### src/rtl/synth_pkg.sv
package synth_pkg;
  localparam int unsigned LSB_HZ         = 250;
  localparam int unsigned OSC_HZ         = 21_250_000;
  localparam int unsigned CMP_COARSE_HZ  = 5_000;
  localparam int unsigned CMP_FINE_HZ    = 6_250;
  localparam int unsigned FIRST_IF_HZ    = 21_700_000;
  localparam int unsigned AIR_LO_KHZ     = 118_000;
  localparam int unsigned AIR_HI_KHZ     = 135_995;

  localparam int unsigned REF_DIV_COARSE = OSC_HZ / CMP_COARSE_HZ;
  localparam int unsigned REF_DIV_FINE   = OSC_HZ / CMP_FINE_HZ;
  localparam int unsigned UNITS_COARSE   = CMP_COARSE_HZ / LSB_HZ;
  localparam int unsigned UNITS_FINE     = CMP_FINE_HZ / LSB_HZ;
  localparam int unsigned IF_UNITS       = FIRST_IF_HZ / LSB_HZ;
  localparam int unsigned AIR_LO_UNITS   = AIR_LO_KHZ * (1000 / LSB_HZ);
  localparam int unsigned AIR_HI_UNITS   = AIR_HI_KHZ * (1000 / LSB_HZ);

  typedef enum logic [2:0] {
    STEP_5K    = 3'd0,
    STEP_10K   = 3'd1,
    STEP_12K5  = 3'd2,
    STEP_15K   = 3'd3,
    STEP_20K   = 3'd4,
    STEP_25K   = 3'd5,
    STEP_30K   = 3'd6,
    STEP_50K   = 3'd7
  } step_e;

  typedef enum logic [1:0] {
    SR_IDLE, SR_LOW, SR_HIGH, SR_STB
  } ser_state_e;

  typedef enum logic [2:0] {
    CT_IDLE, CT_CHECK, CT_DIV, CT_REF, CT_NWD
  } ctl_state_e;
endpackage

### src/rtl/synth_ref_sel.sv
module synth_ref_sel
  import synth_pkg::*;
#(
  parameter int RW = 14,
  parameter int UW = 5
) (
  input  logic [2:0]    step_code,
  output logic [RW-1:0] ref_word,
  output logic [UW-1:0] cmp_units
);
  logic fine;

  always_comb begin
    unique case (step_e'(step_code))
      STEP_12K5: fine = 1'b1;
      default:   fine = 1'b0;
    endcase
  end

  always_comb begin
    if (fine) begin
      ref_word  = RW'(REF_DIV_FINE);
      cmp_units = UW'(UNITS_FINE);
    end else begin
      ref_word  = RW'(REF_DIV_COARSE);
      cmp_units = UW'(UNITS_COARSE);
    end
  end
endmodule

### src/rtl/synth_ratio_div.sv
module synth_ratio_div #(
  parameter int DW = 20,
  parameter int VW = 5
) (
  input  logic          clk,
  input  logic          rst_n,
  input  logic          start,
  input  logic [DW-1:0] dividend,
  input  logic [VW-1:0] divisor,
  output logic          done,
  output logic [DW-1:0] quot,
  output logic [VW-1:0] rem
);
  localparam int CNW = $clog2(DW + 1);

  logic [DW-1:0]  q_r, q_n;
  logic [VW-1:0]  r_r, r_n, d_r, d_n;
  logic [CNW-1:0] c_r, c_n;
  logic           run_r, run_n, done_r, done_n;
  logic [VW:0]    trial;
  logic           take;

  always_comb begin
    q_n    = q_r;
    r_n    = r_r;
    d_n    = d_r;
    c_n    = c_r;
    run_n  = run_r;
    done_n = 1'b0;
    trial  = {r_r, q_r[DW-1]};
    take   = (trial >= {1'b0, d_r});
    if (start) begin
      q_n   = dividend;
      r_n   = '0;
      d_n   = divisor;
      c_n   = CNW'(DW);
      run_n = 1'b1;
    end else if (run_r) begin
      if (take) r_n = VW'(trial - {1'b0, d_r});
      else      r_n = trial[VW-1:0];
      q_n = {q_r[DW-2:0], take};
      c_n = c_r - CNW'(1);
      if (c_r == CNW'(1)) begin
        run_n  = 1'b0;
        done_n = 1'b1;
      end
    end
  end

  always_ff @(posedge clk or negedge rst_n) begin
    if (!rst_n) begin
      q_r    <= '0;
      r_r    <= '0;
      d_r    <= '0;
      c_r    <= '0;
      run_r  <= 1'b0;
      done_r <= 1'b0;
    end else begin
      q_r    <= q_n;
      r_r    <= r_n;
      d_r    <= d_n;
      c_r    <= c_n;
      run_r  <= run_n;
      done_r <= done_n;
    end
  end

  assign done = done_r;
  assign quot = q_r;
  assign rem  = r_r;

  // exactness test relies on a true remainder below the divisor
  p_rem_bound_r5: assert property (@(posedge clk) disable iff (!rst_n)
    done_r |-> (r_r < d_r));

  // a zero divisor would make every ratio look exact
  p_divisor_nz_r5: assert property (@(posedge clk) disable iff (!rst_n)
    start |-> (divisor != '0));
endmodule

### src/rtl/synth_ser_tx.sv
module synth_ser_tx
  import synth_pkg::*;
#(
  parameter  int SW = 16,
  localparam int CW = $clog2(SW + 1)
) (
  input  logic          clk,
  input  logic          rst_n,
  input  logic          start,
  input  logic [SW-1:0] word,
  input  logic [CW-1:0] nbits,
  output logic          ser_clk,
  output logic          ser_data,
  output logic          ser_stb,
  output logic          done
);
  ser_state_e    st_r, st_n;
  logic [SW-1:0] sh_r, sh_n;
  logic [CW-1:0] cnt_r, cnt_n;
  logic          done_r, done_n;

  always_comb begin
    st_n   = st_r;
    sh_n   = sh_r;
    cnt_n  = cnt_r;
    done_n = 1'b0;
    unique case (st_r)
      SR_IDLE: begin
        if (start) begin
          sh_n  = word << (CW'(SW) - nbits);
          cnt_n = nbits;
          st_n  = SR_LOW;
        end
      end
      SR_LOW:  st_n = SR_HIGH;
      SR_HIGH: begin
        if (cnt_r == CW'(1)) begin
          st_n = SR_STB;
        end else begin
          sh_n  = {sh_r[SW-2:0], 1'b0};
          cnt_n = cnt_r - CW'(1);
          st_n  = SR_LOW;
        end
      end
      SR_STB: begin
        done_n = 1'b1;
        sh_n   = '0;
        st_n   = SR_IDLE;
      end
      default: st_n = SR_IDLE;
    endcase
  end

  always_ff @(posedge clk or negedge rst_n) begin
    if (!rst_n) begin
      st_r   <= SR_IDLE;
      sh_r   <= '0;
      cnt_r  <= '0;
      done_r <= 1'b0;
    end else begin
      st_r   <= st_n;
      sh_r   <= sh_n;
      cnt_r  <= cnt_n;
      done_r <= done_n;
    end
  end

  assign ser_clk  = (st_r == SR_HIGH);
  assign ser_stb  = (st_r == SR_STB);
  assign ser_data = (st_r == SR_LOW || st_r == SR_HIGH) ? sh_r[SW-1] : 1'b0;
  assign done     = done_r;

  // data must hold while the clock is high
  p_data_stable_r6: assert property (@(posedge clk) disable iff (!rst_n)
    ser_clk |-> $stable(ser_data));

  // every strobe hands control back in the next cycle
  p_stb_then_done_r6: assert property (@(posedge clk) disable iff (!rst_n)
    ser_stb |=> (done && !ser_stb));
endmodule

### src/rtl/synth_prog_ctrl.sv
module synth_prog_ctrl
  import synth_pkg::*;
#(
  parameter  int FW = 20,
  parameter  int NW = 16,
  parameter  int RW = 14,
  parameter  int UW = 5,
  localparam int SW = (RW > NW) ? RW : NW,
  localparam int CW = $clog2(SW + 1)
) (
  input  logic          clk,
  input  logic          rst_n,
  input  logic          load_req,
  input  logic          tx_mode,
  input  logic [2:0]    step_code,
  input  logic [FW-1:0] freq_q,
  output logic          busy,
  output logic          err,
  output logic          vco_shift,
  output logic          ser_clk,
  output logic          ser_data,
  output logic          ser_stb
);
  // reset: asserted asynchronously, released on a clock edge
  logic rs_meta, rst_ni;
  always_ff @(posedge clk or negedge rst_n) begin
    if (!rst_n) begin
      rs_meta <= 1'b0;
      rst_ni  <= 1'b0;
    end else begin
      rs_meta <= 1'b1;
      rst_ni  <= rs_meta;
    end
  end

  ctl_state_e    st_r, st_n;
  logic [FW-1:0] freq_r, freq_n;
  logic [2:0]    step_r, step_n;
  logic          tx_r, tx_n, err_r, err_n, vco_r, vco_n;
  logic          accept, air_r;

  logic [RW-1:0] ref_w;
  logic [UW-1:0] units;
  logic          div_start, div_done;
  logic [FW-1:0] dividend, quot;
  logic [UW-1:0] rem;
  logic          quot_ovf;
  logic          ser_start, ser_done;
  logic [SW-1:0] ser_word;
  logic [CW-1:0] ser_nbits;

  synth_ref_sel #(.RW(RW), .UW(UW)) u_ref (
    .step_code (step_r),
    .ref_word  (ref_w),
    .cmp_units (units)
  );

  assign dividend = tx_r ? freq_r : (freq_r - FW'(IF_UNITS));
  assign air_r    = (freq_r >= FW'(AIR_LO_UNITS)) && (freq_r <= FW'(AIR_HI_UNITS));

  synth_ratio_div #(.DW(FW), .VW(UW)) u_div (
    .clk      (clk),
    .rst_n    (rst_ni),
    .start    (div_start),
    .dividend (dividend),
    .divisor  (units),
    .done     (div_done),
    .quot     (quot),
    .rem      (rem)
  );

  generate
    if (FW > NW) begin : g_ovf
      assign quot_ovf = |quot[FW-1:NW];
    end else begin : g_no_ovf
      assign quot_ovf = 1'b0;
    end
  endgenerate

  assign ser_word  = (st_r == CT_REF) ? SW'(quot[NW-1:0]) : SW'(ref_w);
  assign ser_nbits = (st_r == CT_REF) ? CW'(NW) : CW'(RW);

  synth_ser_tx #(.SW(SW)) u_ser (
    .clk      (clk),
    .rst_n    (rst_ni),
    .start    (ser_start),
    .word     (ser_word),
    .nbits    (ser_nbits),
    .ser_clk  (ser_clk),
    .ser_data (ser_data),
    .ser_stb  (ser_stb),
    .done     (ser_done)
  );

  assign accept = load_req && (st_r == CT_IDLE);

  always_comb begin
    st_n      = st_r;
    freq_n    = freq_r;
    step_n    = step_r;
    tx_n      = tx_r;
    err_n     = err_r;
    vco_n     = vco_r;
    div_start = 1'b0;
    ser_start = 1'b0;
    unique case (st_r)
      CT_IDLE: begin
        if (accept) begin
          freq_n = freq_q;
          step_n = step_code;
          tx_n   = tx_mode;
          err_n  = 1'b0;
          st_n   = CT_CHECK;
        end
      end
      CT_CHECK: begin
        if (!tx_r && (freq_r < FW'(IF_UNITS))) begin
          err_n = 1'b1;
          st_n  = CT_IDLE;
        end else begin
          div_start = 1'b1;
          st_n      = CT_DIV;
        end
      end
      CT_DIV: begin
        if (div_done) begin
          if ((rem != '0) || quot_ovf) begin
            err_n = 1'b1;
            st_n  = CT_IDLE;
          end else begin
            vco_n     = tx_r || air_r;
            ser_start = 1'b1;
            st_n      = CT_REF;
          end
        end
      end
      CT_REF: begin
        if (ser_done) begin
          ser_start = 1'b1;
          st_n      = CT_NWD;
        end
      end
      CT_NWD: begin
        if (ser_done) st_n = CT_IDLE;
      end
      default: st_n = CT_IDLE;
    endcase
  end

  always_ff @(posedge clk or negedge rst_ni) begin
    if (!rst_ni) begin
      st_r   <= CT_IDLE;
      freq_r <= '0;
      step_r <= '0;
      tx_r   <= 1'b0;
      err_r  <= 1'b0;
      vco_r  <= 1'b0;
    end else begin
      st_r   <= st_n;
      freq_r <= freq_n;
      step_r <= step_n;
      tx_r   <= tx_n;
      err_r  <= err_n;
      vco_r  <= vco_n;
    end
  end

  assign busy      = (st_r != CT_IDLE);
  assign err       = err_r;
  assign vco_shift = vco_r;

  // serial lines stay quiet whenever no request is in progress
  p_idle_quiet_r8: assert property (@(posedge clk) disable iff (!rst_ni)
    !busy |-> (!ser_clk && !ser_stb));

  // latched request is not replaced while loading
  p_req_ignored_r8: assert property (@(posedge clk) disable iff (!rst_ni)
    busy |=> ($stable(freq_r) && $stable(tx_r) && $stable(step_r)));

  // a rejected request never strobes a word
  p_err_no_load_r5: assert property (@(posedge clk) disable iff (!rst_ni)
    err |-> !ser_stb);

  // shift only rises for transmit or the air band
  p_vco_cause_r7: assert property (@(posedge clk) disable iff (!rst_ni)
    $rose(vco_shift) |-> (tx_r || air_r));
endmodule

### config.mk
export PLATFORM = sky130hd
export DESIGN_NAME = synth_prog_ctrl
export DESIGN_NICKNAME = d
export VERILOG_FILES = /design/src/rtl/synth_pkg.sv /design/src/rtl/synth_ref_sel.sv /design/src/rtl/synth_ratio_div.sv /design/src/rtl/synth_ser_tx.sv /design/src/rtl/synth_prog_ctrl.sv
export SDC_FILE = /design/constraint.sdc
export NUM_CORES = 1
export LEC_CHECK = 0
export BUFFER_PORTS_ARGS = -buffer_cell sky130_fd_sc_hd__buf_2
export CORE_MARGIN = 2
export CORE_UTILIZATION = 30
export DETAILED_ROUTE_END_ITERATION = 12
export PLACE_DENSITY = 0.49
export SLEW_MARGIN = 5
export SYNTH_ARGS = -nofsm -noshare
export SYNTH_HDL_FRONTEND = slang
export SYNTH_HIERARCHICAL = 1
export SYNTH_SLANG_ARGS = --single-unit
### constraint.sdc
create_clock -name clk -period 3.45 [get_ports clk]
set_input_delay 0.5175 -clock clk [delete_from_list [all_inputs] [get_ports clk]]
set_output_delay 0.5175 -clock clk [all_outputs]
set_load 0.02 [all_outputs]
==> impl_metrics.json, run 1 <==
{
  "p_leak_nw": 2.993,
  "power_density_mw_per_mm2": 1045,
  "asyncSetResetFlopFracSynth_pct": 100.0,
  "hold_viol_final": 0,
  "die_h_um": 146.7,
  "cp_data_required_time_ns": 3.72,
  "floorplan.initialDensity_pct": 30.36,
  "rsz0062_at_grt": "no",
  "drc": 0,
  "start_kind": "flop",
  "grt_use_total_pct": 13.22,
  "final_nets": 703,
  "fin_crit_sh_pct": 85.86,
  "setup_violations": 0,
  "io_buffers": 32,
  "min_period_ns": 2.962,
  "ctsHtreeMaxLevel": 3,
  "yosys_most_used_dff": "dfrtp_1",
  "grt_pass1_wl_um": 23410,
  "clkLatencyLatePin_ns": 0.35,
  "diodes": 0,
  "cts_resized": 0,
  "routed_wl_um": 13660,
  "antenna_found_initial": 0,
  "crit_arrival_ns": 3.23,
  "netlist_area_mm2": 0.006105,
  "grt_pass1_vias": 4553,
  "core_region_area_mm2": 0.02010,
  "yosys_warnings": 6,
  "clkSinkCount": 92,
  "worstPathMaxFanout": 18,
  "drv_slew": 0,
  "grt_max_degree": 48,
  "area_growth_pct": 9.982,
  "dieArea_mm2": 0.02151,
  "synth.distinct_cells": 77,
  "via_count": 4531,
  "path_class": "flop to flop",
  "ys_ff_latch": 92,
  "pin_count": 33,
  "row_count": 52,
  "status": "finished clean",
  "end_kind": "flop",
  "slew_headroom_pct": 49.07,
  "maxCapViolations": 0,
  "whs_ns": 0.3510,
  "firstDrtPassIters": 4,
  "synth_top_area_share_pct": 37.71,
  "postRouteAntennaNets": 0,
  "drive_above_1_share_pct": 16.79,
  "synth-edff-count": 0,
  "post-cts-setup-buffer-count": 0,
  "setup_tns_ns": 0,
  "dp_hpwl_um": 10170,
  "syn_inst": 650,
  "fmax_mhz": 337.6,
  "clk_pin_slew_ns": 0.07,
  "synth-seq-area-share_pct": 37.71,
  "tightest_slew_ns": 0.7585,
  "hp-class": "flop to asynchronous set/reset pin",
  "clock_path_buffers": 2,
  "chipWidth_um": 146.7,
  "r2r_cells": 10,
  "drtIter0Drc": 320,
  "clock-skew-final_ns": 0.01057,
  "clock_tree.root_cell": "clkbuf_16",
  "synth.area.top_cells": "dfrtp_1, nand2_1, mux2i_1",
  "cts_tree": "yes",
  "cts_inserted_buffers": 9,
  "peakVddDrop_uv": 344.6,
  "routed_via_density": 4.867,
  "overflow": 0,
  "finalWeightedCongestion": 0.8731,
  "avgSynthCellArea_um2": 9.392,
  "wire_per_inst_um": 14.67,
  "yosysTopAreaCell": "dfrtp_1"
}
[flip-flops by register name, indices dropped and copies added, names as in the netlist, 2 cells and up]
signal	flops
u_ser/sh_r	16
u_div/quot	20
u_div/rem	5
u_div/d_r	5
u_ser/cnt_r	5
freq_r	20
step_r	3
u_ser/st_r	2
st_r	3
u_div/c_r	5
[metrics by stage]
stage | cell area (µm²) | util (%) | setup slack [ns] | total power, mW | std cells
2_1_floorplan | 6127 | - | 0.4496 | 5.171 | 656
3_3_place_gp | 6406 | 31.86 | 0.5044 | 5.943 | 914
3_5_place_dp | 6406 | 31.86 | 0.5211 | 6.017 | 914
4_1_cts | 6714 | 33.40 | 0.4809 | 7.075 | 931
5_1_grt | 6714 | 33.40 | 0.3099 | 7.657 | 931
6_report | 6714 | 33.40 | 0.4878 | 7.015 | 931
[synth_stat cells (4+ instances only)]
cell and n:
mux2_1 15, xnor2_1 13, and2_1 4, nor3_1 9
a21o_1 4, buf_4 20, nor4_1 8, mux2i_1 32
a22oi_1 5, nor3b_1 6, nor2b_1 7, inv_1 26
o21ai_0 43, dfrtp_1 92, mux2_2 21, nand3_1 8
a21oi_1 27, clkbuf_1 19, nand2_1 94, a31oi_1 6
mux4_2 9, xor2_1 13, nand2b_1 6, buf_2 12
ha_1 19, o22ai_1 4, a311oi_1 5, conb_1 4
nor2_1 42
[report_power, final]
group	internal, mW	switching (mW)
combinational	1.71	2.10
sequential	1.62	0.571
clock	0.569	0.449
total	3.90	3.12
[repair_timing]
| item | CTS | global route |
|---|---|---|
| setup endpoints to repair | 0 | 0 |
| hold buffers | 1 | 0 |
| hold endpoints to repair | 2 | 0 |
[layer usage]
layer	share of wire, %	track usage (%)	up-vias
li1	-	-	2275
met1	50	18.80	2164
met2	45	20.80	82
met3	3.2	2.531	10
met4	1.1	3.204	0
met5	0	0	-
[critical path: stages, from the launching register on]
cell and delay (ns):
dfrtp_1 0.43, nor4_1 0.42, nand4_1 0.23, or2_1 0.34, a21oi_1 0.27, nor2b_1 0.13
a21oi_1 0.20, nor2b_2 0.38, buf_4 0.28, nor2_1 0.06, a21oi_1 0.13
[kinds of logic after synthesis]
kind of cell	after synthesis	synth area share [%]
simple gates	211	16.95
compound gates	136	14.65
flops	92	37.71
buf+inv	84	7.276
mux	77	15.21
xor+xnor	26	3.730
fa+ha+maj	20	4.222
other cells	4	0.2459
[final timing paths]
path,start,end,slack (ns)
setup / recovery,u_div/rem[0]$_DFFE_PN0P_,u_ser/sh_r[11]$_DFFE_PN0P_,0.49
hold / removal,rst_ni$_DFF_PN0_,u_div/quot[11]$_DFFE_PN0P_,0.35
setup reg to reg,u_div/rem[0]$_DFFE_PN0P_,u_ser/sh_r[11]$_DFFE_PN0P_,0.49
hold reg to reg,rst_ni$_DFF_PN0_,u_div/quot[11]$_DFFE_PN0P_,0.35
max in group asynchronous,rst_ni$_DFF_PN0_,freq_r[0]$_DFFE_PN0P_,2.35
min in group clk,rs_meta$_DFF_PN0_,rst_ni$_DFF_PN0_,0.35
[final cells by class]
class                   instances  area (µm²)
clock inverters                 6       68.82
clock buffers                  10       229.0
multi-input cells             480        3395
fillers                      2074       13390
inverters                      28       105.1
flip-flops and latches         92        2306
repair buffers                 45       272.8
well taps                     270       337.8
[cell usage in the layout, fill, tap and decap left out, types with 8 or more instances in the layout]
master / synthesis / layout
mux2_2: 21 / 21
nor2_1: 42 / 42
nor4_1: 8 / 8
nor3_1: 9 / 9
conb_1: 4 / 10
mux2_1: 15 / 15
clkbuf_16: 0 / 9
xnor2_1: 13 / 13
a21oi_1: 27 / 27
buf_4: 20 / 11
ha_1: 19 / 19
buf_2: 12 / 32
dfrtp_1: 92 / 91
o21ai_0: 43 / 42
inv_1: 26 / 26
nand2_1: 94 / 94
mux2i_1: 32 / 32
xor2_1: 13 / 13
nand3_1: 8 / 8
mux4_2: 9 / 9
Power figures use the tool's default switching activity.
==> run 2: changes to the inputs <==
Settings changed: CORE_ASPECT_RATIO set to 0.7, CORE_MARGIN 2 to not set, PLACE_DENSITY 0.49 to 0.51.
Clock period 3.45 ns to 2.5 ns, I/O delays scaled along.
==> run 2 against run 1 <==
Net effect:
- the flow now finishes with violations (negative setup slack)
- non-clock buffer count is 51 higher
- first-iteration DRC count is 24% lower
- sequential share of layout area is 3.7 points lower
- hold slack worse by 0.13 ns
- register-to-register slack worse by 0.53 ns
- critical path type unchanged
==> impl_metrics.json, run 2 (synthesis results as in run 1) <==
{
  "cts_inserted_buffers": 9,
  "wire_per_inst_um": 15.17,
  "chipWidth_um": 172.5,
  "peakVddDrop_uv": 489.8,
  "drv_slew": 0,
  "violations": "negative setup slack",
  "hold_depth": 3,
  "r2r_cells": 9,
  "finalWeightedCongestion": 0.8625,
  "clkLatencyLatePin_ns": 0.36,
  "layout_commonest_cell": "nand2_1",
  "row_count": 43,
  "drc": 0,
  "timing.rr.start": "st_r[2]$_DFFE_PN0P_",
  "path_class": "flop to flop",
  "power.share.combinational_pct": 60.7,
  "clk_pin_slew_ns": 0.07,
  "grt_use_total_pct": 14.73,
  "hold_viol_final": 0,
  "ctsHtreeMaxLevel": 3,
  "cp_data_required_time_ns": 2.72,
  "fin_area_mm2": 0.007531,
  "maxCapViolations": 0,
  "end_kind": "flop",
  "floorplan.initialDensity_pct": 30.75,
  "io_buffers": 32,
  "dp_slack_ns": -0.2192,
  "finalWorstSetupSlack_ns": -0.04163,
  "postRouteAntennaNets": 0,
  "crit_arrival_ns": 2.77,
  "final_nets": 754,
  "hp-class": "primary input to flop",
  "fin_crit_sh_pct": 101.7,
  "p_sw_mw": 4.912,
  "tightest_slew_ns": 0.6101,
  "status": "finished with violations",
  "dieArea_mm2": 0.02093,
  "die_h_um": 121.4,
  "grt_max_degree": 70,
  "dpl_cell_area_mm2": 0.006797,
  "via_count": 4886,
  "fmax_mhz": 393.4,
  "overflow": 0,
  "area_growth_pct": 23.37,
  "drive_above_1_share_pct": 28.93,
  "clock_tree.root_cell": "clkbuf_16",
  "core_region_area_mm2": 0.01985,
  "diodes": 0,
  "clock_path_buffers": 2,
  "start_kind": "flop",
  "dp_hpwl_um": 10670,
  "drtIter0Drc": 242,
  "routed_wl_um": 14900,
  "power_density_mw_per_mm2": 1491,
  "min_period_ns": 2.542,
  "cts_tree": "yes",
  "routed_via_density": 4.976,
  "power_frac_seq_pct": 26.5,
  "worstPathMaxFanout": 12,
  "setup_violations": 4,
  "sw_frac_of_total_pct": 43.73,
  "firstDrtPassIters": 5,
  "cp-startpoint": "st_r[2]$_DFFE_PN0P_",
  "clkSinkCount": 92,
  "p_int_mw": 6.320,
  "slew_headroom_pct": 58.75,
  "grt_pass1_vias": 4745,
  "rsz0062_at_grt": "yes",
  "hold_path.startpoint": "freq_q[16]",
  "grt_pass1_wl_um": 23980,
  "p_leak_nw": 3.354,
  "p_total_mw": 11.23,
  "pin_count": 33,
  "clock-skew-final_ns": 0.01197,
  "clkPwrFrac_pct": 12.8,
  "antenna_found_initial": 0,
  "final_cell_mix": "nand2_1, dfrtp_1, buf_4, o21ai_0"
}
==> run 2: worst paths after layout <==
path | to | slack (ns)
max reg2reg | u_ser/sh_r[9]$_DFFE_PN0P_ | -0.04
min reg2reg | u_ser/cnt_r[3]$_DFFE_PN0P_ | 0.23
max in group asynchronous | u_div/rem[4]$_DFFE_PN0P_ | 1.58
min in group asynchronous | u_ser/cnt_r[3]$_DFFE_PN0P_ | 0.23
min | freq_r[16]$_DFFE_PN0P_ | 0.22
max | u_ser/sh_r[9]$_DFFE_PN0P_ | -0.04
==> run 2: what timing repair did <==
action                                 CTS  global route
buffers inserted                         0             6
pin swaps                                1            10
resized for setup                       11            46
endpoints found under the hold margin    2             0
hold buffers                             1             0
gates cloned                             0             5
setup endpoints to repair               16            16
==> run 2: final cells by class <==
| class | count | area, µm² |
|---|---|---|
| fillers | 2018 | 12320 |
| multi-input cells | 480 | 3676 |
| flip-flops and latches | 92 | 2307 |
| repair buffers | 96 | 790.8 |
| well taps | 270 | 337.8 |
| clock buffers | 9 | 225.2 |
| inverters | 28 | 112.6 |
| clock inverters | 7 | 81.33 |
==> run 2: power groups by stage <==
stage | Combinational [mW] | Sequential, mW | Clock, mW
3_5_place_dp | 5.85 | 2.96 | 0
3_3_place_gp | 5.75 | 2.93 | 0
4_1_cts | 5.98 | 2.94 | 1.50
5_1_grt | 7.47 | 3.10 | 1.56
6_report | 6.81 | 2.98 | 1.44
2_1_floorplan | 4.55 | 2.75 | 0
==> run 2: through the flow <==
step / utilization, % / cells / setup TNS [ns] / hold slack [ns]
6_report: 37.93 / 982 / -0.09422 / 0.2189
5_1_grt: 37.93 / 982 / -1.939 / 0.2180
4_1_cts: 36.05 / 971 / 0 / 0.2079
3_5_place_dp: 34.23 / 954 / -2.094 / 0.1639
3_3_place_gp: 34.23 / 954 / -1.667 / 0.1602
2_1_floorplan: - / 656 / -0.2875 / 0.07941
==> run 2: per-layer routing <==
metal  GRT usage, %  routed length, µm  share of wire (%)
met1          20.83               7487                 50
met2          22.00               6648                 45
met3          3.523                591                4.0
met4          4.535                167                1.1
met5              0                  0                  0
==> run 2: worst max-delay path, cell delays in order, from the launching register on <==
cell,delay [ns]
dfrtp_1,0.38
nand2b_4,0.14
or2_4,0.31
buf_4,0.16
clkbuf_16,0.16
xor2_1,0.16
a31oi_1,0.44
nor3_1,0.18
a221oi_1,0.38
a21oi_2,0.10
==> run 3: changes to the inputs <==
Settings changed: CELL_PAD_IN_SITES_DETAIL_PLACEMENT set to 0, CELL_PAD_IN_SITES_GLOBAL_PLACEMENT set to 2, PLACE_DENSITY 0.51 to 0.7, SYNTH_HIERARCHICAL 1 to not set.
==> run 3 against run 2 <==
Net effect:
- critical path type unchanged
- total power shrank 29%
- wire length decreased by 22%
- worst setup slack improved by 0.25 ns
- critical path depth fell by 1
- the flow now finishes without violations
- utilization fell by 1.4 points
- cell area fell by 23%
- critical endpoint is now u_div.quot[14]$_DFFE_PN0P_
==> impl_metrics.json, run 3 <==
{
  "grt_pass1_wl_um": 19800,
  "fin_crit_sh_pct": 91.49,
  "tightest_slew_ns": 0.7189,
  "clock_path_buffers": 2,
  "maxCapViolations": 0,
  "status": "finished clean",
  "dieArea_mm2": 0.01703,
  "grt_use_total_pct": 14.82,
  "clock_tree.root_cell": "clkbuf_16",
  "yosys_warnings": 0,
  "fmax_mhz": 437.2,
  "synth_common_cells": "dfrtp_1, nand2_1, o21ai_0, a21oi_1, nor2_1",
  "yosys_most_used_dff": "dfrtp_1",
  "core_region_area_mm2": 0.01579,
  "worstPathMaxFanout": 41,
  "postRouteAntennaNets": 0,
  "finalWeightedCongestion": 0.8047,
  "diodes": 0,
  "hp-class": "flop to asynchronous set/reset pin",
  "final_nets": 579,
  "rsz0062_at_grt": "no",
  "die_h_um": 109.5,
  "final_cell_mix": "dfrtp_1, nand2_1, o21ai_0, buf_2",
  "yosysTopAreaCell": "dfrtp_1",
  "synth-seq-area-share_pct": 45.49,
  "path_class": "flop to flop",
  "cts_inserted_buffers": 9,
  "syn_inst": 506,
  "overflow": 0,
  "dp_hpwl_um": 8281,
  "avgSynthCellArea_um2": 9.785,
  "end_kind": "flop",
  "io_buffers": 32,
  "layout_commonest_cell": "dfrtp_1",
  "p_leak_nw": 2.507,
  "drive_above_1_share_pct": 20.52,
  "crit_arrival_ns": 2.51,
  "ctsHtreeMaxLevel": 3,
  "ys_ff_latch": 90,
  "floorplan.initialDensity_pct": 31.36,
  "area_growth_pct": 16.53,
  "grt_max_degree": 69,
  "netlist_area_mm2": 0.004951,
  "power_density_mw_per_mm2": 1392,
  "synth.area.top_cells": "dfrtp_1, mux2_2, o21ai_0",
  "clock-skew-final_ns": 0.006235,
  "peakVddDrop_uv": 466.7,
  "chipWidth_um": 155.5,
  "clkLatencyLatePin_ns": 0.34,
  "drv_slew": 0,
  "routed_wl_um": 11570,
  "routed_via_density": 4.983,
  "min_period_ns": 2.287,
  "grt_pass1_vias": 3797,
  "hold_viol_final": 0,
  "synth_top_area_share_pct": 45.49,
  "cp_data_required_time_ns": 2.72,
  "start_kind": "flop",
  "firstDrtPassIters": 7,
  "slew_headroom_pct": 52.07,
  "clkSinkCount": 90,
  "setup_tns_ns": 0,
  "clk_pin_slew_ns": 0.07,
  "synth.distinct_cells": 65,
  "row_count": 38,
  "drtIter0Drc": 183,
  "post-cts-setup-buffer-count": 0,
  "synth_nets": 549,
  "setup_violations": 0,
  "via_count": 3792,
  "synth-edff-count": 0,
  "wire_per_inst_um": 15.21,
  "cts_tree": "yes",
  "drc": 0,
  "pin_count": 33,
  "synth.most_common_cell": "dfrtp_1",
  "utilization_pct": 36.55,
  "antenna_found_initial": 0,
  "asyncSetResetFlopFracSynth_pct": 100.0
}
## run 3: changes by cell type in the layout (fill, tap and decap cells not counted), sizes merged, moves of 11 or more
| cell | previous run | this run |
|---|---|---|
| a211oi | 2 | 14 |
| buf | 90 | 55 |
| inv | 31 | 19 |
| mux2 | 36 | 25 |
| mux2i | 32 | 14 |
| nand2 | 94 | 49 |
| nor2 | 43 | 30 |
## run 3: worst paths after layout
check	slack, ns	cells after the start	start	to
hold reg to reg	0.22	0	rst_ni$_DFF_PN0_	step_r[0]$_DFFE_PN0P_
setup reg to reg	0.21	8	freq_r[4]$_DFFE_PN0P_	u_div.quot[14]$_DFFE_PN0P_
max in group asynchronous	1.59	1	rst_ni$_DFF_PN0_	freq_r[6]$_DFFE_PN0P_
setup / recovery	0.21	8	freq_r[4]$_DFFE_PN0P_	u_div.quot[14]$_DFFE_PN0P_
min in group clk	0.24	3	freq_q[5]	freq_r[5]$_DFFE_PN0P_
hold / removal	0.22	0	rst_ni$_DFF_PN0_	step_r[0]$_DFFE_PN0P_
## run 3: area by class of cell
class,count,area [µm²]
fill,1646,10020
inverter,18,67.56
sequential,90,2256
timing repair buffer,56,367.9
multi-input combinational,361,2485
clock buffer,9,225.2
clock inverter,7,92.59
tap,220,275.3
## run 3: cell families (layout without fill, tap and decap cells)
| logic type | count (synthesis) | count (layout) | synth area share (%) |
|---|---|---|---|
| and+or+nand+nor | 153 | 153 | 16.35 |
| AOI/OAI and AO/OA | 134 | 134 | 17.51 |
| DFF | 90 | 90 | 45.49 |
| buffers and inverters | 55 | 90 | 4.827 |
| muxes | 39 | 39 | 8.516 |
| xor gates and xnor gates | 18 | 18 | 3.184 |
| adders and majority gates | 16 | 16 | 4.043 |
| other | 1 | 1 | 0.07574 |
## run 3: metrics by stage
| step | instance area (µm²) | cells | hold WS [ns] | total power [mW] | setup slack, ns |
|---|---|---|---|---|---|
| after floorplan | 4952 | 506 | 0.07941 | 5.538 | 0.3832 |
| after global placement | 5430 | 744 | 0.1619 | 6.521 | 0.2144 |
| after detailed placement | 5430 | 744 | 0.1624 | 6.595 | 0.1464 |
| after CTS | 5758 | 761 | 0.2270 | 8.112 | 0.1283 |
| after global routing | 5769 | 761 | 0.2392 | 8.720 | 0.05379 |
| final | 5769 | 761 | 0.2238 | 8.028 | 0.2127 |
## run 3: power breakdown
group | switching, mW | total, mW | leakage (nW) | internal (mW)
Clock | 0.596 | 1.47 | 0.160 | 0.876
Combinational | 1.99 | 3.74 | 1.26 | 1.74
Sequential | 0.705 | 2.82 | 1.09 | 2.12
Total | 3.29 | 8.03 | 2.51 | 4.73
## run 3: critical path, cell delays in order, from the launching register on
cell	delay [ns]
dfrtp_1	0.37
inv_1	0.09
ha_1	0.17
or3b_4	0.42
a311oi_4	0.39
o22ai_4	0.19
buf_12	0.21
a211oi_1	0.23
a21oi_1	0.08
## run 3: routing by layer
metal  wire [µm]  share of wire, %  vias up  track usage [%]
li1            -                 -     1871                -
met1        6181                53     1865            21.14
met2        4937                43       47            22.52
met3         366               3.2        9            3.705
met4          89              0.77        0            3.291
met5           0                 0        -                0
## run 3: repair_timing
action                                  in CTS  in global routing
hold endpoints to repair                     2                  0
endpoints found under the setup margin       0                  1
hold buffers                                 1                  0
resized for setup                            0                  1
